[config.mk]
export PLATFORM = sky130hd
export DESIGN_NAME = irq_latch_ctrl
export DESIGN_NICKNAME = d
export VERILOG_FILES = /design/src/rtl/irq_latch_pkg.sv /design/src/rtl/irq_edge_det.sv /design/src/rtl/irq_cmd_dec.sv /design/src/rtl/irq_latch_core.sv /design/src/rtl/irq_latch_ctrl.sv
export SDC_FILE = /design/constraint.sdc
export NUM_CORES = 1
export LEC_CHECK = 0
export BUFFER_PORTS_ARGS = -buffer_cell sky130_fd_sc_hd__buf_4
export CAP_MARGIN = 15
export CORE_AREA = 2 2 39 41
export DETAILED_ROUTE_END_ITERATION = 16
export DIE_AREA = 0 0 41 43
export PLACE_DENSITY = 0.68
export SLEW_MARGIN = 20
export SYNTH_ARGS = -nofsm -noshare
export SYNTH_HDL_FRONTEND = slang
export SYNTH_SLANG_ARGS = --single-unit
[constraint.sdc]
create_clock -name clk_i -period 1 [get_ports clk_i]
set_clock_uncertainty 0.1 [all_clocks]
set_input_delay 0.2 -clock clk_i [delete_from_list [all_inputs] [get_ports clk_i]]
set_output_delay 0.2 -clock clk_i [all_outputs]
set_load 0.02 [all_outputs]
[src/rtl/irq_latch_pkg.sv]
package irq_latch_pkg;

  localparam int NUM_SRC = 3;

  typedef enum int {
    SRC_PC3 = 0,
    SRC_EXT = 1,
    SRC_TMR = 2
  } src_idx_e;

  typedef enum logic [1:0] {
    CMD_NONE = 2'd0,
    CMD_ARM  = 2'd1,
    CMD_MASK = 2'd2,
    CMD_CLR  = 2'd3
  } irq_cmd_e;

endpackage

[src/rtl/irq_edge_det.sv]
module irq_edge_det #(
  parameter int SYNC_STAGES = 2
) (
  input  logic clk_i,
  input  logic rst_ni,
  input  logic d_i,
  output logic rise_o
);

  localparam int LAST = SYNC_STAGES - 1;

  logic [SYNC_STAGES-1:0] sync_q;
  logic                   prev_q;

  always_ff @(posedge clk_i or negedge rst_ni) begin
    if (!rst_ni) begin
      sync_q <= '0;
      prev_q <= 1'b0;
    end else begin
      sync_q <= {sync_q[SYNC_STAGES-2:0], d_i};
      prev_q <= sync_q[LAST];
    end
  end

  assign rise_o = sync_q[LAST] & ~prev_q;

  // a detected edge lasts exactly one cycle
  a_r6_single_pulse: assert property (@(posedge clk_i) disable iff (!rst_ni)
    rise_o |=> !rise_o);

endmodule

[src/rtl/irq_cmd_dec.sv]
module irq_cmd_dec
  import irq_latch_pkg::*;
#(
  parameter int              ADDR_W   = 5,
  parameter int              DATA_W   = 8,
  parameter logic [ADDR_W-1:0] ADR_MASK = ADDR_W'(4'hD),
  parameter logic [ADDR_W-1:0] ADR_ARM  = ADDR_W'(4'hE),
  parameter logic [ADDR_W-1:0] ADR_CLR  = ADDR_W'(4'hF)
) (
  input  logic              wr_i,
  input  logic [ADDR_W-1:0] addr_i,
  input  logic [DATA_W-1:0] wdata_i,
  output irq_cmd_e          cmd_o
);

  // strobes are address-only; data is deliberately dropped
  logic data_unused;
  assign data_unused = ^wdata_i;

  always_comb begin
    cmd_o = CMD_NONE;
    if (wr_i) begin
      unique case (addr_i)
        ADR_ARM:  cmd_o = CMD_ARM;
        ADR_MASK: cmd_o = CMD_MASK;
        ADR_CLR:  cmd_o = CMD_CLR;
        default:  cmd_o = CMD_NONE;
      endcase
    end
  end

endmodule

[src/rtl/irq_latch_core.sv]
module irq_latch_core
  import irq_latch_pkg::*;
(
  input  logic     clk_i,
  input  logic     rst_ni,
  input  irq_cmd_e cmd_i,
  input  logic     hit_i,
  input  logic     inhibit_ni,
  output logic     irq_o
);

  logic armed_q;
  logic latch_q;

  always_ff @(posedge clk_i or negedge rst_ni) begin
    if (!rst_ni) begin
      armed_q <= 1'b0;
    end else if (cmd_i == CMD_ARM) begin
      armed_q <= 1'b1;
    end else if (cmd_i == CMD_MASK) begin
      armed_q <= 1'b0;
    end
  end

  // set wins over clear
  always_ff @(posedge clk_i or negedge rst_ni) begin
    if (!rst_ni) begin
      latch_q <= 1'b0;
    end else if (hit_i) begin
      latch_q <= 1'b1;
    end else if (cmd_i == CMD_CLR) begin
      latch_q <= 1'b0;
    end
  end

  assign irq_o = latch_q & armed_q & inhibit_ni;

  a_r10_set_wins: assert property (@(posedge clk_i) disable iff (!rst_ni)
    hit_i |=> latch_q);

  a_r9_clear: assert property (@(posedge clk_i) disable iff (!rst_ni)
    (cmd_i == CMD_CLR && !hit_i) |=> !latch_q);

  a_r7_sticky: assert property (@(posedge clk_i) disable iff (!rst_ni)
    (latch_q && cmd_i != CMD_CLR) |=> latch_q);

  a_r8_arm: assert property (@(posedge clk_i) disable iff (!rst_ni)
    (cmd_i == CMD_ARM) |=> armed_q);

  a_r8_mask: assert property (@(posedge clk_i) disable iff (!rst_ni)
    (cmd_i == CMD_MASK) |=> !irq_o);

  a_r11_inhibit: assert property (@(posedge clk_i) disable iff (!rst_ni)
    !inhibit_ni |-> !irq_o);

  a_r12_hold_arm: assert property (@(posedge clk_i) disable iff (!rst_ni)
    (cmd_i == CMD_NONE) |=> $stable(armed_q));

  a_r12_hold_latch: assert property (@(posedge clk_i) disable iff (!rst_ni)
    (cmd_i == CMD_NONE && !hit_i) |=> $stable(latch_q));

endmodule

[src/rtl/irq_latch_ctrl.sv]
module irq_latch_ctrl
  import irq_latch_pkg::*;
#(
  parameter int ADDR_W      = 5,
  parameter int DATA_W      = 8,
  parameter int SYNC_STAGES = 2
) (
  input  logic              clk_i,
  input  logic              rst_ni,
  input  logic              wr_i,
  input  logic [ADDR_W-1:0] addr_i,
  input  logic [DATA_W-1:0] wdata_i,
  input  logic              sel_ext_i,
  input  logic              dig_en_i,
  input  logic              tmr_en_i,
  input  logic              pc3_i,
  input  logic              ext_i,
  input  logic              tmr_i,
  input  logic              inhibit_ni,
  output logic              irq_o
);

  logic [NUM_SRC-1:0] src_raw;
  logic [NUM_SRC-1:0] src_rise;
  logic               dig_rise;
  logic               hit;
  irq_cmd_e           cmd;

  assign src_raw[SRC_PC3] = pc3_i;
  assign src_raw[SRC_EXT] = ext_i;
  assign src_raw[SRC_TMR] = tmr_i;

  for (genvar g = 0; g < NUM_SRC; g++) begin : g_src
    irq_edge_det #(.SYNC_STAGES(SYNC_STAGES)) u_edge (
      .clk_i  (clk_i),
      .rst_ni (rst_ni),
      .d_i    (src_raw[g]),
      .rise_o (src_rise[g])
    );
  end

  assign dig_rise = sel_ext_i ? src_rise[SRC_EXT] : src_rise[SRC_PC3];
  assign hit      = (dig_en_i & dig_rise) | (tmr_en_i & src_rise[SRC_TMR]);

  irq_cmd_dec #(.ADDR_W(ADDR_W), .DATA_W(DATA_W)) u_dec (
    .wr_i    (wr_i),
    .addr_i  (addr_i),
    .wdata_i (wdata_i),
    .cmd_o   (cmd)
  );

  irq_latch_core u_core (
    .clk_i      (clk_i),
    .rst_ni     (rst_ni),
    .cmd_i      (cmd),
    .hit_i      (hit),
    .inhibit_ni (inhibit_ni),
    .irq_o      (irq_o)
  );

  // paths with enable strap low never produce a hit
  a_r5_no_path: assert property (@(posedge clk_i) disable iff (!rst_ni)
    (!dig_en_i && !tmr_en_i) |-> !hit);

endmodule

After elaboration in Yosys (flattened, before gate mapping)

Index checks and enable logic that the tools add are counted.

Flip-flop bits (word level): 11
Bits of input ports: 23
Output and inout port bits: 1
Logic and storage cells: 34

Equality and inequality tests: 6
Muxes and demuxes: 7
Bitwise operators: 11
Reductions and logical operators: 2

Operators by type and width:

| operator                                      | number |
|---|---|
| == test 5 x 4 -> 1 bit, second input constant | 3 |
| AND 1 bit                                     | 7 |
| one-hot mux 2 bit (3 select lines)            | 1 |
| 2-to-1 mux 1 bit                              | 5 |
| == test 2 bit, second input constant          | 2 |
| nonzero test 2 bit                            | 2 |
| inverter 1 bit                                | 3 |
| == test 2 x 1 -> 1 bit, second input constant | 1 |
| 2-to-1 mux 2 bit                              | 1 |
| OR 1 bit                                      | 1 |

Longest topological paths before layout

Word-level depth: 6
Mapped depth: 6
Mapped depth without buffers: 6

Hierarchy

A second synthesis with hierarchy kept.

Cells, all modules: 26
Area, all modules: 420.4 µm²

Modules (own cells, without submodules):

| module         | instances | cells each | area each (µm²) | sequential area each (µm²) |
|---|---|---|---|---|
| irq_edge_det   | 3         | 4          | 88.8            | 75.1 |
| irq_latch_core | 1         | 9          | 111.4           | 50.0 |
| irq_cmd_dec    | 1         | 3          | 22.5            | 0.0 |
| irq_latch_ctrl | 1         | 2          | 20.0            | 0.0 |

Worst setup path before layout

Ideal clock, no wire load.

Kind: input -> register
From: input addr_i[3]
To: register u_core.armed_q
Setup time: 0.125 ns
Arrival: 1.136 ns
Required time: 0.775 ns
Setup slack: -0.361 ns
Stages on the path: 4
Buffers on the path: 0
Cells stage by stage: and4b_1 and2_1 ha_1 mux2_2

Word-level cells in the longest chain between the ends: 5
Elaborated cells on any way between the ends: 9
Classes of those cells: 5 x eq/ne; 3 x mux; 1 x reduce/logical

Ends and longest elaborated chain:

| what                                                    | RTL line                                   | RTL |
|---|---|---|
| start, declared                                         | irq_latch_ctrl.sv:11                       | `input logic [ADDR_W-1:0] addr_i,` |
| == test 5 x 4 -> 1 bit                                  | irq_cmd_dec.sv:23                          | `unique case (addr_i)` |
| one-hot mux 2 bit (3 select lines) *                    | irq_cmd_dec.sv:23                          |  |
| 2-to-1 mux 2 bit *                                      | irq_cmd_dec.sv:22                          | `if (wr_i) begin` |
| == test 2 x 1 -> 1 bit or == test 2 bit (tied branches) | irq_latch_core.sv:18, irq_latch_core.sv:20 |  |
| 2-to-1 mux 1 bit or nonzero test 2 bit (tied branches)  | -                                          |  |
| end signal, assigned                                    | irq_latch_core.sv:17                       | `armed_q <= 1'b0;` |
| end signal, assigned                                    | irq_latch_core.sv:19                       | `armed_q <= 1'b1;` |
| end signal, assigned                                    | irq_latch_core.sv:21                       | `armed_q <= 1'b0;` |
| end, declared                                           | irq_latch_core.sv:12                       | `logic armed_q;` |

Every way passes the cells marked *; elsewhere a longest branch is shown, timed or not.
A chain may end at the register's enable or synchronous reset.

Worst setup path after layout

From: register u_core.latch_q
To: output irq_o

Word-level cells in the longest chain between the ends: 2

Ends and longest elaborated chain:

| what                    | RTL line             | RTL |
|---|---|---|
| start, declared         | irq_latch_core.sv:13 | `logic latch_q;` |
| start signal, assigned  | irq_latch_core.sv:28 | `latch_q <= 1'b0;` |
| start signal, assigned  | irq_latch_core.sv:30 | `latch_q <= 1'b1;` |
| start signal, assigned  | irq_latch_core.sv:32 | `latch_q <= 1'b0;` |
| AND 1 bit (2 in series) | irq_latch_core.sv:36 | `assign irq_o = latch_q & armed_q & inhibit_ni;` |
| end, declared           | irq_latch_ctrl.sv:20 | `output logic irq_o` |

Every way passes these cells.

==> impl_metrics.toml <==
[power_and_ir_drop]
cellPowerDensity_nw_per_um2 = 1330
ir_drop_mv = 0.836
p_total_w = 0.000840
p_leak_nw = 0.312

[grt]
grt-ovfl-total = 0
grt_pass1_vias = 255
grt_use_total = 0.0810
grt_pass1_wl_um = 903
grt_antenna_before_repair = 0
grt_max_degree = 12

[finish]
stdcell_count = 65
fillerInstances = 129
final_common_cell = "buf_4"
diodes = 0
final_area_um2 = 629
drive_gt1_frac = 0.490
multi_input_area_um2 = 129
seq_area_um2 = 275
synthToLayoutAreaGrowth_pct = 64.9
fin_nets = 75
layout_common_cells = "12 x buf_4, 11 x dfrtp_1, 4 x dlygate4sd3_1, 4 x buf_6, 3 x clkbuf_4"

[floorplanning]
fp.coreArea_um2 = 1380
die_y_um = 43
num_io_pins = 24
rows = 14
start_util = 0.276
die_w_um = 41
die_area_um2 = 1760

[routing]
routed_wl_um = 580
ant_nets = 0
vias = 258
drtIter0Drc = 2
vias_per_cell = 3.97
drcViolationCount = 0
wl_per_cell_um = 8.92
dr.pass1.iters = 2

[place]
place_inst = 57
place_congestion = 0.603
port_buffers = 15
dpl_cell_area_um2 = 543

[worst_setup_path]
cpPeakStageDelay_ps = 370
crit_path_start_kind = "register"
crit_chain = "and3_4, buf_6"
cp-startpoint = "u_core.latch_q$_DFFE_PN0P_"
path_class = "reg -> out"
critPathMaxFanout = 2
worst_setup_path_end_kind = "output port"
crit_family = "flip-flops"
r2r_cells = 3
reg2reg_from = "g_src[1].u_edge.sync_q[1]$_DFF_PN0_"
cp_num_buf_inv = 1
timing.rr.end = "u_core.latch_q$_DFFE_PN0P_"
required_ps = 700
r2r_slack_ps = 40
critPathSlowestCell = "dfrtp_1"
cp_data_arrival_time_ps = 910

[timing]
fin_hold_ws_ps = 68.7
rsz0062_at_grt = "true"
setup_slack_ps = -215
finalSetupViolCount = 3
fmax_mhz = 823
min_period_over_period = 1.21
max-slew-margin-rel = 0.890
hold_viol_final = 0
layout_min_cycle_time_ps = 1210
worst_slew_pin_slew_ps = 164
drv_slew = 0

[clock_tree]
cts_tree = "yes"
cts.sinks = 11
post_cts_buffers = 0
clock_path_buffers = 2
htreeDepth = 1
path_clk_slew_ps = 60
cts_root_buf = "clkbuf_4"
cts_inserted_buffers = 3
clk_latency_ps = 260

[hold_path]
holdPathStages = 3
whs_endpoint = "u_core.latch_q$_DFFE_PN0P_"
hold_class = "in -> reg"
min-delay-start = "dig_en_i"

[synth]
yosysSeqAreaShare = 0.721
synth_warnings = 0
syn-cell-area_um2 = 382
avgSynthCellArea_um2 = 15.3
syn_nets = 50
synth_seq_cells = 11
synth_cell_type_count = 14
syn_inst = 25

[flow_run]
maxCapViolations = 0

[status]
violations = "negative setup slack"
status = "complete, but fails checks"
[flip-flops by register name, summed over array words and instances, names as in the netlist]
| register | cells |
|---|---|
| g_src.u_edge.sync_q | 6 |
| g_src.u_edge.prev_q | 3 |
| u_core.armed_q | 1 |
| u_core.latch_q | 1 |
[stage by stage]
step,util,worst slack (ps),setup TNS [ps]
final,0.455,-215,-421
after floorplan,-,-306,-416
after global routing,0.455,-258,-491
after CTS,0.455,-229,-469
after global placement,0.392,-427,-780
after detailed placement,0.392,-441,-804
[how the worst max path moves through the flow]
stage | cells after the start | endpoint | slack (ps)
3_5_place_dp | 5 | u_core.armed_q$_DFFE_PN0P_ | -440
4_1_cts | 2 | irq_o | -230
3_3_place_gp | 5 | u_core.armed_q$_DFFE_PN0P_ | -430
2_1_floorplan | 4 | u_core.armed_q$_DFFE_PN0P_ | -310
5_1_grt | 2 | irq_o | -260
6_report | 2 | irq_o | -210
[where the power goes]
| part | switching, W | internal, W | total, W |
|---|---|---|---|
| logic | 0.0000236 | 0.0000618 | 0.0000854 |
| registers | 0.00000647 | 0.000465 | 0.000471 |
| clock network | 0.000129 | 0.000154 | 0.000283 |
| total | 0.000159 | 0.000681 | 0.000840 |
[routing by layer]
layer | share of wire | routed length, um | vias up | track usage
met5 | 0 | 0 | - | 0
met2 | 0.48 | 280 | 10 | 0.125
met3 | 0.081 | 47 | 0 | 0.0314
met4 | 0 | 0 | 0 | 0.0600
li1 | - | - | 135 | -
met1 | 0.43 | 251 | 113 | 0.0828
[layout make-up]
type | count | share of cell area
Inverter | 1 | 0.00596
Clock buffer | 4 | 0.0417
Sequential cell | 11 | 0.437
Multi-Input combinational cell | 13 | 0.205
Tap cell | 16 | 0.0318
Timing Repair Buffer | 20 | 0.278
[worst reg2reg max path, delay by kind of cell (launching register included)]
kind	cells	cell delay [ps]
compound gates	1	130
simple gates	2	240
flops	1	370
[cells in the mapped netlist]
cell type,n,area [um^2]
and2_1,1,6.26
and3_1,1,6.26
and3b_1,1,8.76
and4b_1,1,10.0
dfrtp_1,11,275
ha_1,2,25.0
inv_1,1,3.75
mux2_2,1,11.3
nand2_1,1,3.75
nand2b_1,1,6.26
nand3_1,1,5.00
nand3b_1,1,7.51
nor3b_1,1,7.51
o21ai_1,1,5.00
[cells by family after synthesis]
| kind of cell | after synthesis | share of synthesized area |
|---|---|---|
| muxes | 1 | 0.0295 |
| and+or+nand+nor | 9 | 0.161 |
| DFF | 11 | 0.721 |
| adders and majority gates | 2 | 0.0656 |
| buffers and inverters | 1 | 0.00983 |
| AOI/OAI and AO/OA | 1 | 0.0131 |
[what timing repair did]
| item | 4_1_cts | 5_1_grt |
|---|---|---|
| resized for setup | 5 | 0 |
| hold buffers | 4 | 0 |
| hold endpoints to repair | 14 | 0 |
| endpoints found under the setup margin | 3 | 3 |
| pin swaps | 3 | 3 |
Power figures use the tool's default switching activity.
